==> config.mk <==
export PLATFORM = sky130hd
export DESIGN_NAME = sysrst_hub
export DESIGN_NICKNAME = d
export VERILOG_FILES = /design/src/rtl/sysrst_pkg.sv /design/src/rtl/sysrst_qualify.sv /design/src/rtl/sysrst_stretch.sv /design/src/rtl/sysrst_regs.sv /design/src/rtl/sysrst_hub.sv
export SDC_FILE = /design/constraint.sdc
export NUM_CORES = 1
export LEC_CHECK = 0
export BUFFER_PORTS_ARGS = -buffer_cell sky130_fd_sc_hd__clkbuf_2
export CAP_MARGIN = 20
export CORE_MARGIN = 3
export CORE_UTILIZATION = 47
export DETAILED_ROUTE_END_ITERATION = 16
export PLACE_DENSITY = 0.85
export SLEW_MARGIN = 20
export SYNTH_ARGS = -nofsm -noshare
export SYNTH_HDL_FRONTEND = slang
export SYNTH_SLANG_ARGS = --single-unit
==> constraint.sdc <==
create_clock -name clk -period 2.07 [get_ports clk]
set_input_delay 0.3105 -clock clk [delete_from_list [all_inputs] [get_ports clk]]
set_output_delay 0.3105 -clock clk [all_outputs]
set_load 0.01 [all_outputs]
==> src/rtl/sysrst_pkg.sv <==
package sysrst_pkg;

    localparam int unsigned DATA_W  = 8;
    localparam int unsigned ADDR_W  = 2;
    localparam int unsigned NUM_SRC = 6;

    typedef enum logic [ADDR_W-1:0] {
        ADDR_STAT  = 2'd0,
        ADDR_FORCE = 2'd1,
        ADDR_OPT   = 2'd2,
        ADDR_NONE  = 2'd3
    } reg_addr_e;

    // Status flag positions
    localparam int unsigned SRC_POR   = 0;
    localparam int unsigned SRC_LVD   = 1;
    localparam int unsigned SRC_WDOG  = 2;
    localparam int unsigned SRC_ILLOP = 3;
    localparam int unsigned SRC_CLK   = 4;
    localparam int unsigned SRC_DBG   = 5;

    // Option bit positions
    localparam int unsigned OPT_WDOG_EN = 7;
    localparam int unsigned OPT_STOP_EN = 5;
    localparam int unsigned OPT_LVD_EN  = 4;

    localparam logic [DATA_W-1:0] OPT_DEFAULT   = 8'hB0;
    localparam logic [DATA_W-1:0] OPT_IMPL_MASK = 8'hF3;
    localparam logic [DATA_W-1:0] STAT_POWERUP  = 8'h03;

    typedef struct packed {
        logic wdog_en;
        logic stop_en;
        logic lvd_en;
    } opt_view_t;

endpackage

==> src/rtl/sysrst_qualify.sv <==
module sysrst_qualify
    import sysrst_pkg::*;
(
    input  opt_view_t          opt,
    input  logic               dbg_ena,
    input  logic               lvd_req,
    input  logic               wdog_req,
    input  logic               illop_req,
    input  logic               stop_exec,
    input  logic               bgnd_exec,
    input  logic               clkloss_req,
    input  logic               dbg_force,
    output logic [NUM_SRC-1:0] src_evt
);

    logic illegal_stop;
    logic illegal_bgnd;

    always_comb begin
        illegal_stop = stop_exec & ~opt.stop_en;
        illegal_bgnd = bgnd_exec & ~dbg_ena;

        src_evt            = '0;
        src_evt[SRC_POR]   = 1'b0;   // power-on only via asynchronous reset
        src_evt[SRC_LVD]   = lvd_req & opt.lvd_en;
        src_evt[SRC_WDOG]  = wdog_req & opt.wdog_en;
        src_evt[SRC_ILLOP] = illop_req | illegal_stop | illegal_bgnd;
        src_evt[SRC_CLK]   = clkloss_req;
        src_evt[SRC_DBG]   = dbg_force;
    end

endmodule

==> src/rtl/sysrst_stretch.sv <==
module sysrst_stretch #(
    parameter int unsigned STRETCH_CYC = 16
) (
    input  logic clk,
    input  logic pwr_on_rst_n,
    input  logic trig,
    output logic rst_active
);

    localparam int unsigned CNT_W = $clog2(STRETCH_CYC + 1);
    localparam logic [CNT_W-1:0] CNT_LOAD = CNT_W'(STRETCH_CYC);

    typedef struct packed {
        logic [CNT_W-1:0] cnt;
    } stretch_t;

    stretch_t st_d, st_q;

    always_comb begin
        st_d = st_q;
        if (trig) begin
            st_d.cnt = CNT_LOAD;
        end else if (st_q.cnt != '0) begin
            st_d.cnt = st_q.cnt - CNT_W'(1);
        end
    end

    always_ff @(posedge clk or negedge pwr_on_rst_n) begin
        if (!pwr_on_rst_n) begin
            st_q.cnt <= CNT_LOAD;
        end else begin
            st_q <= st_d;
        end
    end

    assign rst_active = (st_q.cnt != '0);

    // a qualified request always leaves the reset asserted
    a_r2_trig_asserts: assert property (@(posedge clk) disable iff (!pwr_on_rst_n)
        trig |=> rst_active);

    // reset may only end after a quiet cycle
    a_r2_release_quiet: assert property (@(posedge clk) disable iff (!pwr_on_rst_n)
        $fell(rst_active) |-> $past(!trig));

endmodule

==> src/rtl/sysrst_regs.sv <==
module sysrst_regs
    import sysrst_pkg::*;
(
    input  logic               clk,
    input  logic               pwr_on_rst_n,
    input  logic [NUM_SRC-1:0] src_evt,
    input  logic               rst_active,
    input  logic [ADDR_W-1:0]  bus_addr,
    input  logic               bus_rd,
    input  logic               bus_wr,
    input  logic [DATA_W-1:0]  bus_wdata,
    output logic [DATA_W-1:0]  bus_rdata,
    output opt_view_t          opt_view
);

    typedef struct packed {
        logic [DATA_W-1:0] stat;
        logic [DATA_W-1:0] opt;
        logic              lock;
    } regs_t;

    regs_t rg_d, rg_q;

    logic              any_evt;
    logic [DATA_W-1:0] evt_byte;
    logic              opt_wr;

    always_comb begin
        any_evt  = |src_evt;
        evt_byte = DATA_W'(src_evt);
        opt_wr   = bus_wr && (bus_addr == ADDR_OPT) && !rg_q.lock && !rst_active;

        rg_d = rg_q;
        if (any_evt) begin
            rg_d.stat = rst_active ? (rg_q.stat | evt_byte) : evt_byte;
            rg_d.opt  = OPT_DEFAULT;
            rg_d.lock = 1'b0;
        end else if (rst_active) begin
            rg_d.opt  = OPT_DEFAULT;
            rg_d.lock = 1'b0;
        end else if (opt_wr) begin
            rg_d.opt  = bus_wdata & OPT_IMPL_MASK;
            rg_d.lock = 1'b1;
        end
    end

    always_ff @(posedge clk or negedge pwr_on_rst_n) begin
        if (!pwr_on_rst_n) begin
            rg_q.stat <= STAT_POWERUP;
            rg_q.opt  <= OPT_DEFAULT;
            rg_q.lock <= 1'b0;
        end else begin
            rg_q <= rg_d;
        end
    end

    always_comb begin
        bus_rdata = '0;
        if (bus_rd) begin
            case (bus_addr)
                ADDR_STAT: bus_rdata = rg_q.stat;
                ADDR_OPT:  bus_rdata = rg_q.opt;
                default:   bus_rdata = '0;
            endcase
        end
    end

    assign opt_view.wdog_en = rg_q.opt[OPT_WDOG_EN];
    assign opt_view.stop_en = rg_q.opt[OPT_STOP_EN];
    assign opt_view.lvd_en  = rg_q.opt[OPT_LVD_EN];

    // status only moves on a qualified request
    a_r3_stat_hold: assert property (@(posedge clk) disable iff (!pwr_on_rst_n)
        !any_evt |=> $stable(rg_q.stat));

    // once written, options stay put until a reset
    a_r7_write_once: assert property (@(posedge clk) disable iff (!pwr_on_rst_n)
        (rg_q.lock && !any_evt && !rst_active) |=> $stable(rg_q.opt));

    // unimplemented option bits stay clear
    a_r7_unimpl_zero: assert property (@(posedge clk) disable iff (!pwr_on_rst_n)
        rg_q.opt[3:2] == 2'b00);

    // during a system reset options sit at default and unlocked
    a_r8_default_in_reset: assert property (@(posedge clk) disable iff (!pwr_on_rst_n)
        rst_active |-> (rg_q.opt == OPT_DEFAULT && !rg_q.lock));

    // idle read bus is zero
    a_r9_idle_read_zero: assert property (@(posedge clk) disable iff (!pwr_on_rst_n)
        !bus_rd |-> (bus_rdata == '0));

endmodule

==> src/rtl/sysrst_hub.sv <==
module sysrst_hub
    import sysrst_pkg::*;
#(
    parameter int unsigned STRETCH_CYC = 16
) (
    input  logic              clk,
    input  logic              pwr_on_rst_n,
    input  logic              lvd_req,
    input  logic              wdog_req,
    input  logic              illop_req,
    input  logic              stop_exec,
    input  logic              bgnd_exec,
    input  logic              clkloss_req,
    input  logic              dbg_ena,
    input  logic [1:0]        bus_addr,
    input  logic              bus_rd,
    input  logic              bus_wr,
    input  logic [7:0]        bus_wdata,
    output logic [7:0]        bus_rdata,
    input  logic              dbg_wr,
    input  logic [7:0]        dbg_wdata,
    output logic              sys_rst
);

    opt_view_t          opt_view;
    logic [NUM_SRC-1:0] src_evt;
    logic               dbg_force;
    logic               rst_active;

    assign dbg_force = dbg_wr & dbg_wdata[0];

    sysrst_qualify u_qualify (
        .opt         (opt_view),
        .dbg_ena     (dbg_ena),
        .lvd_req     (lvd_req),
        .wdog_req    (wdog_req),
        .illop_req   (illop_req),
        .stop_exec   (stop_exec),
        .bgnd_exec   (bgnd_exec),
        .clkloss_req (clkloss_req),
        .dbg_force   (dbg_force),
        .src_evt     (src_evt)
    );

    sysrst_stretch #(
        .STRETCH_CYC (STRETCH_CYC)
    ) u_stretch (
        .clk          (clk),
        .pwr_on_rst_n (pwr_on_rst_n),
        .trig         (|src_evt),
        .rst_active   (rst_active)
    );

    sysrst_regs u_regs (
        .clk          (clk),
        .pwr_on_rst_n (pwr_on_rst_n),
        .src_evt      (src_evt),
        .rst_active   (rst_active),
        .bus_addr     (bus_addr),
        .bus_rd       (bus_rd),
        .bus_wr       (bus_wr),
        .bus_wdata    (bus_wdata),
        .bus_rdata    (bus_rdata),
        .opt_view     (opt_view)
    );

    assign sys_rst = rst_active;

    // the force-reset register always reads zero
    a_r6_force_reads_zero: assert property (@(posedge clk) disable iff (!pwr_on_rst_n)
        (bus_rd && bus_addr == ADDR_FORCE) |-> (bus_rdata == 8'h00));

    // a debug force always yields a reset with its flag
    a_r6_dbg_forces: assert property (@(posedge clk) disable iff (!pwr_on_rst_n)
        (dbg_wr && dbg_wdata[0]) |=> sys_rst);

endmodule

Word-level counts from Yosys, hierarchy flattened
Index checks and enable logic that the tools add are counted.
{"block": "classes", "bitwise": 10, "add_sub_neg": 1, "eq_ne": 1, "muxes": 8, "reduce_logical": 10}
{"cell": "$mux W9", "count": 3}
{"cell": "$mux W8", "count": 2}
{"cell": "$pmux W8 S2", "count": 1}
{"cell": "$mux W5", "count": 2}
{"cell": "$or A8 B6 Y8", "count": 1}
{"cell": "$and A1 B1 Y1", "count": 5}
{"cell": "$reduce_bool A5 Y1", "count": 1}
{"cell": "$reduce_or A5 Y1", "count": 1}
{"cell": "$sub A5 B1 Y5 const B", "count": 1}
{"cell": "$logic_and A1 B1 Y1", "count": 3}
{"cell": "$reduce_bool A3 Y1", "count": 1}
{"cell": "$eq A2 B2 Y1 const B", "count": 1}
{"cell": "$logic_not A1 Y1", "count": 2}
{"cell": "$logic_not A2 Y1", "count": 1}
{"cell": "$not A1 Y1", "count": 2}
{"cell": "$or A1 B1 Y1", "count": 2}
{"cell": "$reduce_bool A2 Y1", "count": 1}
{"block": "totals", "inputBits": 30, "word_cells": 34, "out_inout_bits": 9, "ff_bits": 22}

Depth between registers and ports, before layout
Gate-level depths: netlist of run 1.
{"block": "logic_depth", "ltp_word": 7, "ltp_mapped": 8, "ltp_nobuf": 8}

Modules after synthesis
A second synthesis of run 1 with hierarchy kept.
{"block": "unflattened", "cells_unflattened": 99, "area_unflattened_um2": 998.5}
{"module": "sysrst_regs", "area_each_um2": 659.4, "cells_each": 61, "seq_area_each_um2": 331.6, "n_inst": 1}
{"module": "sysrst_stretch", "area_each_um2": 262.8, "cells_each": 25, "seq_area_each_um2": 126.4, "n_inst": 1}
{"module": "sysrst_qualify", "area_each_um2": 56.3, "cells_each": 9, "seq_area_each_um2": 0.0, "n_inst": 1}
{"module": "sysrst_hub", "area_each_um2": 20.0, "cells_each": 4, "seq_area_each_um2": 0.0, "n_inst": 1}

Worst setup path before layout of run 1
No wires, ideal clock.
{"block": "synth_timing", "path_kind": "flip-flop to output port", "start": "register u_stretch.st_q[0] (netlist bit)", "end": "output port sys_rst", "path_stages_with_launch": 7, "t_arrival_ns": 1.340, "required_time_ns": 1.760, "path_buffers": 1, "setup_slack_ns": 0.419, "path_cell_list": "dfrtp_1 inv_1 ha_1 or3b_1 nor2_4 inv_2 buf_6"}
{"block": "synth_between", "elab_chain_len": 1}
{"element": "start, declared", "line": "sysrst_stretch.sv:17", "source": "stretch_t st_d, st_q;"}
{"element": "start signal, assigned", "line": "sysrst_stretch.sv:32", "source": "st_q <= st_d;"}
{"element": "$reduce_bool A5 Y1", "line": "sysrst_stretch.sv:36", "source": "assign rst_active = (st_q.cnt != '0);"}
{"element": "end, declared", "line": "sysrst_hub.sv:22", "source": "output logic sys_rst"}
Every way passes these cells.

Worst setup path after layout of run 1
{"block": "layout_timing", "start": "register u_stretch.st_q[1] (netlist bit)", "end": "output port sys_rst"}
Same word-level chain as after synthesis.

==> impl_metrics.toml, run 1 <==
[run_status]
status = "completed"

[worst_hold_path]
hp-class = "in2reg"
hold_depth = 3

[pwr]
switching_share_pct = 25.0
total_power_uw = 628
seqPwrFrac_pct = 57.5
ir_drop_mv = 0.555
comb_power_share_pct = 15.2
leakagePower_uw = 0.000572
p_clk_share_pct = 27.4
p_per_area_mw_per_mm2 = 507
p_int_uw = 471
p_sw_uw = 157

[sta]
setup_violations = 0
slew_violations = 0
finalCritPeriodShare_pct = 96.1
max_slew_margin_pct = 71.6
worstMarginPinSlew_ns = 0.426
setup_slack_ns = 0.0811
fin_worst_skew_ns = 0.00227
fin_crit_ns = 1.99
fmax_mhz = 503
hold_viol = 0

[routing]
vias_per_cell = 5.30
vias = 832
wire_per_inst_um = 12.8
drcViolationCount = 0
drt_iter0_markers = 13
drt_wl_total_um = 2010
drtPass1Iterations = 3
detail-route-antenna-nets = 0

[clocking]
numCtsBuffers = 3
cts-root-buf = "clkbuf_4"
clkLatencyLatePin_ns = 0.29
clockBufferDepth = 2
cts_tree = "yes"
cts_num_sinks = 18
path_clk_slew_ns = 0.10
cts_max_level = 1

[synthesis]
synthArstFlopShare_pct = 100
postSynthCellCount = 92
synth_nets = 123
synth_area_um2 = 970
syn_area_per_cell_um2 = 10.5
ys_ff_latch = 18
ys.flop_type = "dfrtp_1"
yosysUniqueCellTypes = 32
synth_edf_count = 0
yosysWarnings = 0
synth-seq-area-share_pct = 47.2

[die]
fp.dieArea_mm2 = 0.00264
die_w_um = 51.4
die_height_um = 51.4
coreArea_mm2 = 0.00184
row_count = 15
start_util_pct = 52.7
io_pins = 39

[critical_path]
worst_setup_path_end_kind = "output port"
worstSetupPathType = "reg2out"
startpoint_type = "register"
slowest_delay_ns = 0.40
ff2ff_path_depth = 8
slowest_stage = "dfrtp_1"
arrival_ns = 1.68
crit_fanout = 8
cp.required_ns = 1.76
cp_cell_sequence = "inv_1, ha_2, or3b_4, nor2_4, clkinv_4, clkbuf_2"

[final_layout]
n_fill_cell = 154
final_layout_size_suffix_gt1_share_pct = 45.5
stdcell_count = 157
diodes = 0
final_cell_mix = "clkbuf_2 (29), dfrtp_1 (12), buf_4 (11)"
syn_to_final_growth_pct = 27.7
mostFrequentLayoutCell = "clkbuf_2"
design_area_mm2 = 0.00124
final_nets = 165

[global_route]
grt_max_degree = 19
overflow = 0
grt_first_pass_wirelength_um = 3140
grt_antenna_before_repair = 0
globalRouteTotalUtil_pct = 15.6
grt_pass1_vias = 748

[place]
dp_hpwl_um = 1440
place.gp.congestion = 0.809
port_buffers = 29
placed_cell_area_mm2 = 0.00113
post-place-ws_ns = 0.227
dp.cells = 144

[job]
cap_violations = 0
## critical path, delay by kind of cell (launching register included)
kind                       cells  cell delay, ns
buffers and inverters          3            0.29
adders and majority gates      1            0.16
and+or+nand+nor                2            0.52
DFF                            1            0.40
## registers in the layout, indices dropped and copies added, names as in the netlist
name	cells
u_regs.rg_q	10
u_regs.opt_view	3
u_stretch.st_q	5
## area by class of cell
cell class / count / area [um2] / share of cell area (%)
Tap cell: 25 / 31.3 / 2.53
Clock buffer: 3 / 22.5 / 1.82
Inverter: 4 / 20.0 / 1.62
Sequential cell: 18 / 458 / 37.0
Timing Repair Buffer: 41 / 238 / 19.2
Multi-Input combinational cell: 66 / 469 / 37.9
## routing by layer
metal	GRT usage [%]	vias to the layer above	part of all wire, %	wire length [um]
li1	-	411	-	-
met1	20.5	397	44	875
met2	27.1	24	51	1020
met3	4.37	0	5.7	115
met4	0	0	0	0
met5	0	-	0	0
## Yosys cell counts (all sizes together), types with 2 or more instances
cell type	instances	area share [%]
a21oi	9	5.0
buf	4	3.4
dfrtp	12	31
dfstp	6	16
inv	4	1.5
mux2i	10	10
nand2	8	3.4
nand4	3	1.9
nor2	11	5.0
nor2b	2	1.3
nor3	5	4.6
nor3b	2	1.5
o21ai	2	1.0
or3	2	1.3
## stage by stage
stage / TNS (ns) / utilization [%] / hold WS (ns)
after floorplan: 0 / - / 0.0149
after global placement: 0 / 61.4 / 0.269
after detailed placement: 0 / 61.4 / 0.269
after CTS: 0 / 63.7 / 0.265
after global routing: -0.00594 / 67.3 / 0.272
final: 0 / 67.3 / 0.264
## repair_timing
item                       in CTS  in global routing
cloned                          0                  0
setup endpoints to repair       1                  1
pin swaps                       1                  1
gates resized for setup         1                  4
hold buffers                    1                  0
hold endpoints to repair       12                  0
buffers inserted                1                  8
## power by group through the flow
| stage | Clock (uW) | Sequential, uW | Combinational, uW |
|---|---|---|---|
| 4_1_cts | 174 | 361 | 89.6 |
| 3_5_place_dp | 0 | 367 | 87.0 |
| 2_1_floorplan | 0 | 366 | 47.1 |
| 5_1_grt | 187 | 361 | 105 |
| 3_3_place_gp | 0 | 367 | 84.8 |
| 6_report | 172 | 361 | 95.4 |
## path summary, 6_finish.rpt
check / from / endpoint / slack [ns]
min: bus_wdata[5] / u_regs.opt_view[1] / 0.26
max in group asynchronous: pwr_on_rst_n / u_regs.opt_view[0] / 1.26
max reg2reg: u_stretch.st_q[1] / u_stretch.st_q[1] / 0.25
max: u_stretch.st_q[1] / sys_rst / 0.08
min reg2reg: u_regs.rg_q[9] / u_regs.rg_q[9] / 0.49
min in group asynchronous: pwr_on_rst_n / u_stretch.st_q[2] / 0.48
## logic make-up after synthesis
| group | Yosys count | share of synthesized area (%) |
|---|---|---|
| compound gates | 16 | 10.1 |
| buf+inv | 8 | 4.90 |
| mux | 11 | 11.5 |
| simple gates | 37 | 24.1 |
| fa+ha+maj | 1 | 1.29 |
| xor+xnor | 1 | 0.903 |
| flops | 18 | 47.2 |
Note: power is estimated with default switching activity, not from simulation.
==> inputs of run 2 (changes only) <==
--- a/config.mk
+++ b/config.mk
@@ -5,12 +5,14 @@
 export SDC_FILE = /design/constraint.sdc
 export NUM_CORES = 1
 export LEC_CHECK = 0
+export ABC_AREA = 1
 export BUFFER_PORTS_ARGS = -buffer_cell sky130_fd_sc_hd__clkbuf_2
 export CAP_MARGIN = 20
+export CORE_ASPECT_RATIO = 1.75
 export CORE_MARGIN = 3
-export CORE_UTILIZATION = 47
+export CORE_UTILIZATION = 49
 export DETAILED_ROUTE_END_ITERATION = 16
-export PLACE_DENSITY = 0.85
+export PLACE_DENSITY = 0.86
 export SLEW_MARGIN = 20
 export SYNTH_ARGS = -nofsm -noshare
 export SYNTH_HDL_FRONTEND = slang
==> run 2 against run 1 <==
- sequential cell count is the same
- first-iteration DRC count increased by 150%
- synthesized cell count rose by 59%
- final cell count rose by 30%
- worst setup slack improved by 0.27 ns
- die area grew 10%
- critical path type unchanged
- critical endpoint unchanged
- largest cell class unchanged
==> impl_metrics.toml, run 2 <==
[synthesis]
postSynthCellCount = 146
synth_nets = 177
synth_edf_count = 0
ys_ff_latch = 18
synth.top_cell.area_share_pct = 26.9
synth_compound_area_share_pct = 9.52
ys_top_cells_by_count = "nand2_1 (49), inv_1 (25), dfrtp_1 (12)"
yosysWarnings = 0
synth_simple_gate_area_share_pct = 37.0
synthAdderAreaFrac_pct = 1.12
synth-seq-area-share_pct = 41.0
synth_top_area_cell = "dfrtp_1"
ys.flop_type = "dfrtp_1"
synth_area_mm2 = 0.00112
synth.most_common_cell = "nand2_1"
yosys.area_share.xor_xnor_pct = 0.784
synthArstFlopShare_pct = 100
synth_mux_area_share_pct = 0
synth_top_family_by_area = "simple AND/OR/NAND/NOR gates"
syn_area_per_cell_um2 = 7.65
yosysUniqueCellTypes = 25
yosys-top-cells-area = "dfrtp_1 (27%), nand2_1 (16%), dfstp_2 (14%), inv_1 (8.4%), nand3_4 (4.7%)"

[die]
die_height_um = 69.2
fp.dieArea_mm2 = 0.00291
coreArea_mm2 = 0.00212
row_count = 22
start_util_pct = 52.7
die_w_um = 42.1
io_pins = 39

[clocking]
clockBufferDepth = 2
cts_tree = "yes"
numCtsBuffers = 3
cts-root-buf = "clkbuf_4"
path_clk_slew_ns = 0.11
clkLatencyLatePin_ns = 0.29
cts_max_level = 1
cts_num_sinks = 18

[final_layout]
diodes = 0
largest_reg_flops = 10
syn_to_final_growth_pct = 19.5
fin_util_pct = 63.0
mostFrequentLayoutCell = "nand2_1"
top_register = "u_regs.rg_q"
final_cell_mix = "nand2_1 (49), clkbuf_2 (29), inv_1 (25)"
n_fill_cell = 191
final_layout_size_suffix_gt1_share_pct = 31.7
final_nets = 212

[place]
place.gp.congestion = 0.809
post-place-ws_ns = 0.594
port_buffers = 29
dp_hpwl_um = 1820

[sta]
worstMarginPinSlew_ns = 0.451
holdWs_ns = 0.246
fin_crit_ns = 1.72
tns_ns = 0
finalCritPeriodShare_pct = 82.9
rsz0062_at_grt = "false"
fmax_mhz = 583
setup_slack_ns = 0.355
hold_viol = 0
slew_violations = 0
fin_worst_skew_ns = 0.00444
setup_violations = 0
max_slew_margin_pct = 69.9

[critical_path]
worst_setup_path_end_kind = "output port"
worstSetupPathType = "reg2out"
startpoint_type = "register"
crit_family = "flip-flops"
slowest_stage = "dfrtp_1"
path_depth = 4
slowest_delay_ns = 0.39
r2r_slack_ns = 0.62
cp.required_ns = 1.76
ff2ff_path_depth = 7
crit_fanout = 9
cp_cell_sequence = "inv_1, ha_1, nand3_4, clkbuf_2"
arrival_ns = 1.40
path_buf_inv = 2

[routing]
drt_iter0_markers = 32
wire_per_inst_um = 10.9
drcViolationCount = 0
vias = 1003
vias_per_cell = 4.92
drt_wl_total_um = 2230
drtPass1Iterations = 4
detail-route-antenna-nets = 0

[pwr]
seqPwrFrac_pct = 53.2
p_sw_uw = 182
p_per_area_mw_per_mm2 = 521
leakagePower_uw = 0.000741
ir_drop_mv = 0.366
p_clk_share_pct = 31.3
switching_share_pct = 26.2
p_int_uw = 513
comb_power_share_pct = 15.5

[global_route]
grt_max_degree = 19
grt_pass1_vias = 982
overflow = 0
globalRouteTotalUtil_pct = 16.2
grt_antenna_before_repair = 0
grt_first_pass_wirelength_um = 3830

[worst_hold_path]
hp-class = "in2reg"
hold_depth = 3

[job]
cap_violations = 0

[run_status]
status = "completed"
==> run 2: kinds of logic after synthesis <==
family / after synthesis
adder cells (fa/ha/maj): 1
XOR/XNOR: 1
AND/OR/NAND/NOR: 82
buffers and inverters: 28
flip-flops: 18
AO/OA/AOI/OAI: 16
==> run 2: path summary, 6_finish.rpt <==
check / start / endpoint
worst max-delay path: u_stretch.st_q[0] / sys_rst
worst min-delay path: bus_wdata[5] / u_regs.opt_view[1]
worst max register to register: u_regs.opt_view[1] / u_stretch.st_q[2]
worst min register to register: u_regs.rg_q[10] / u_regs.rg_q[10]
max in group asynchronous: pwr_on_rst_n / u_regs.opt_view[1]
min in group asynchronous: pwr_on_rst_n / u_regs.rg_q[14]
==> run 2: repair_timing <==
item / in CTS / in global routing
resized for setup: 0 / 0
setup endpoints to repair: 0 / 0
hold buffers: 1 / 0
hold endpoints to repair: 12 / 0
setup buffers: 0 / 0
==> run 2: through the flow <==
stage	area, um2	std cells	power [uW]
2_1_floorplan	1120	146	436
3_3_place_gp	1290	199	478
3_5_place_dp	1290	199	483
4_1_cts	1340	204	699
5_1_grt	1340	204	728
6_report	1340	204	695
==> run 2: final cells by class <==
type | instances | area [um2] | share of cell area [%]
well taps | 24 | 30.0 | 2.25
inverters | 27 | 108 | 8.06
repair buffers | 31 | 163 | 12.2
clock buffers | 4 | 36.3 | 2.72
multi-input cells | 100 | 541 | 40.5
flip-flops and latches | 18 | 458 | 34.3
==> run 2: worst register-to-register path: cells and delay by family, from the launching register on <==
kind | cells | cell delay (ns)
DFF | 1 | 0.55
buffers and inverters | 3 | 0.34
and+or+nand+nor | 4 | 0.49
==> run 2: layer usage <==
layer | up-vias | global-route usage [%] | routed length (um)
li1 | 517 | - | -
met1 | 455 | 16.7 | 840
met2 | 27 | 32.2 | 1240
met3 | 4 | 2.34 | 121
met4 | 0 | 4.15 | 25
met5 | - | 0 | 0
==> run 2: power groups by stage <==
stage	logic [uW]	clock network [uW]	registers (uW)
2_1_floorplan	62.5	0	374
3_3_place_gp	103	0	375
3_5_place_dp	107	0	376
4_1_cts	109	220	369
5_1_grt	123	235	371
6_report	108	218	369
==> inputs of run 3 (changes only) <==
--- a/config.mk
+++ b/config.mk
@@ -10,9 +10,9 @@
 export CAP_MARGIN = 20
 export CORE_ASPECT_RATIO = 1.75
 export CORE_MARGIN = 3
-export CORE_UTILIZATION = 49
+export CORE_UTILIZATION = 44
 export DETAILED_ROUTE_END_ITERATION = 16
-export PLACE_DENSITY = 0.86
+export PLACE_DENSITY = 0.82
 export SLEW_MARGIN = 20
 export SYNTH_ARGS = -nofsm -noshare
 export SYNTH_HDL_FRONTEND = slang
==> constraint.sdc (replaced) <==
create_clock -name clk -period 1.4 [get_ports clk]
set_input_delay 0.21 -clock clk [delete_from_list [all_inputs] [get_ports clk]]
set_output_delay 0.21 -clock clk [all_outputs]
set_load 0.01 [all_outputs]
==> run 3 against run 2 <==
- largest power group unchanged
- worst setup slack worse by 0.34 ns
- critical path type unchanged
- total power up 65%
- utilization is 1.7 points lower
- clock skew decreased by 0.0018 ns
- global-route usage grew 0.37 points
==> impl_metrics.toml, run 3 (synthesis gave the netlist of run 2 again) <==
[critical_path]
startpoint_type = "register"
worstSetupPathType = "reg2out"
cp.required_ns = 1.19
r2r_slack_ns = 0.10
worst_setup_path_end_kind = "output port"
worstReg2RegEnd = "u_stretch.st_q[1]"
arrival_ns = 1.17
ff2ff_path_depth = 7
cp_cell_sequence = "inv_1, nor3_2, buf_2"
slowest_delay_ns = 0.53
r2r-start = "u_regs.opt_view[1]"
slowest_stage = "dfstp_2"
crit_fanout = 2
startpoint = "u_regs.opt_view[2]"

[sta]
rsz0062_at_grt = "true"
setup_slack_ns = 0.0182
tns_ns = 0
fmax_mhz = 724
fin_worst_skew_ns = 0.00268
fin_crit_ns = 1.38
max_slew_margin_pct = 70.3
slew_violations = 0
hold_viol = 0
holdWs_ns = 0.194
worstMarginPinSlew_ns = 0.446
setup_violations = 0
finalCritPeriodShare_pct = 98.7

[worst_hold_path]
hold_depth = 3
hp-class = "in2reg"
min_from = "bus_wdata[7]"
hold_end = "u_regs.opt_view[2]"

[place]
place.gp.congestion = 0.769
dp_hpwl_um = 1930
port_buffers = 29
post-place-ws_ns = 0.0650
placed_cell_area_mm2 = 0.00131
dp.cells = 203

[clocking]
clkLatencyLatePin_ns = 0.25
path_clk_slew_ns = 0.07
cts_tree = "yes"
cts_num_sinks = 18
cts-root-buf = "clkbuf_8"
clockBufferDepth = 2
cts_max_level = 1
numCtsBuffers = 3

[run_status]
status = "completed"

[die]
die_height_um = 72.7
row_count = 23
die_w_um = 44.1
io_pins = 39
fp.dieArea_mm2 = 0.00320
start_util_pct = 47.3
coreArea_mm2 = 0.00236

[routing]
drt_iter0_markers = 25
vias = 1055
wire_per_inst_um = 11.9
drt_wl_total_um = 2500
drcViolationCount = 0
drtPass1Iterations = 4
vias_per_cell = 5.02
detail-route-antenna-nets = 0

[final_layout]
design_area_mm2 = 0.00145
stdcell_count = 210
largest_reg_flops = 10
diodes = 0
final_layout_size_suffix_gt1_share_pct = 39.5
syn_to_final_growth_pct = 29.3
top_register = "u_regs.rg_q"
final_cell_mix = "nand2_1 (49), clkbuf_2 (26), inv_1 (24)"
n_fill_cell = 212
mostFrequentLayoutCell = "nand2_1"
final_nets = 217

[pwr]
ir_drop_mv = 0.823
p_per_area_mw_per_mm2 = 794
leakagePower_uw = 0.000780

[job]
cap_violations = 0

[global_route]
globalRouteTotalUtil_pct = 16.6
grt_first_pass_wirelength_um = 4010
grt_antenna_before_repair = 0
grt_max_degree = 19
overflow = 0
grt_pass1_vias = 1012
==> run 3: cell count changes in the layout (fill, tap and decap cells not counted), sizes merged <==
cell / before / now
buf: 1 / 9
clkbuf: 33 / 30
==> run 3: final cells by class <==
class,instances,area (um2),share of cell area [%]
multi-input combinational,100,589,40.8
clock buffer,4,55.1,3.81
timing repair buffer,36,204,14.1
tap,25,31.3,2.16
inverter,27,108,7.45
sequential,18,458,31.7
==> run 3: layer usage <==
layer	vias up	global-route usage [%]	share of wire, %	routed length (um)
li1	529	-	-	-
met1	484	16.6	38	943
met2	35	32.3	55	1380
met3	7	3.21	5.5	138
met4	0	5.03	1.7	42
met5	-	0	0	0
==> run 3: how the worst max path moves through the flow <==
stage,slack (ns),end,cells after the start
floorplan,0.14,u_regs.rg_q[14],6
detailed placement,0.07,u_regs.rg_q[13],8
finish,0.02,bus_rdata[7],3
global route,-0.01,u_regs.opt_view[1],7
CTS,0.01,bus_rdata[7],3
global placement,0.08,u_regs.rg_q[13],8
==> run 3: where the power goes <==
| group | switching, uW | leakage, uW | total, uW | internal (uW) |
|---|---|---|---|---|
| clock network | 173 | 0.0000288 | 423 | 250 |
| logic | 104 | 0.000539 | 178 | 73.5 |
| registers | 11.7 | 0.000212 | 548 | 536 |
| total | 289 | 0.000780 | 1150 | 859 |
==> run 3: repair_timing <==
| item | in CTS | in global routing |
|---|---|---|
| buffers inserted | 1 | 1 |
| endpoints found under the setup margin | 2 | 16 |
| pin swaps | 1 | 1 |
| endpoints found under the hold margin | 12 | 0 |
| hold buffers | 1 | 0 |
| gates resized for setup | 4 | 12 |
==> run 3: metrics by stage <==
step	power, uW	util, %
after floorplan	645	-
after global placement	713	55.6
final	1150	61.2
after global routing	1210	61.2
after detailed placement	720	55.6
after CTS	1150	59.4
==> run 3: critical path, delay by kind of cell (launching register included) <==
kind,cells,cell delay (ns)
buf+inv,2,0.21
flops,1,0.53
simple gates,1,0.17
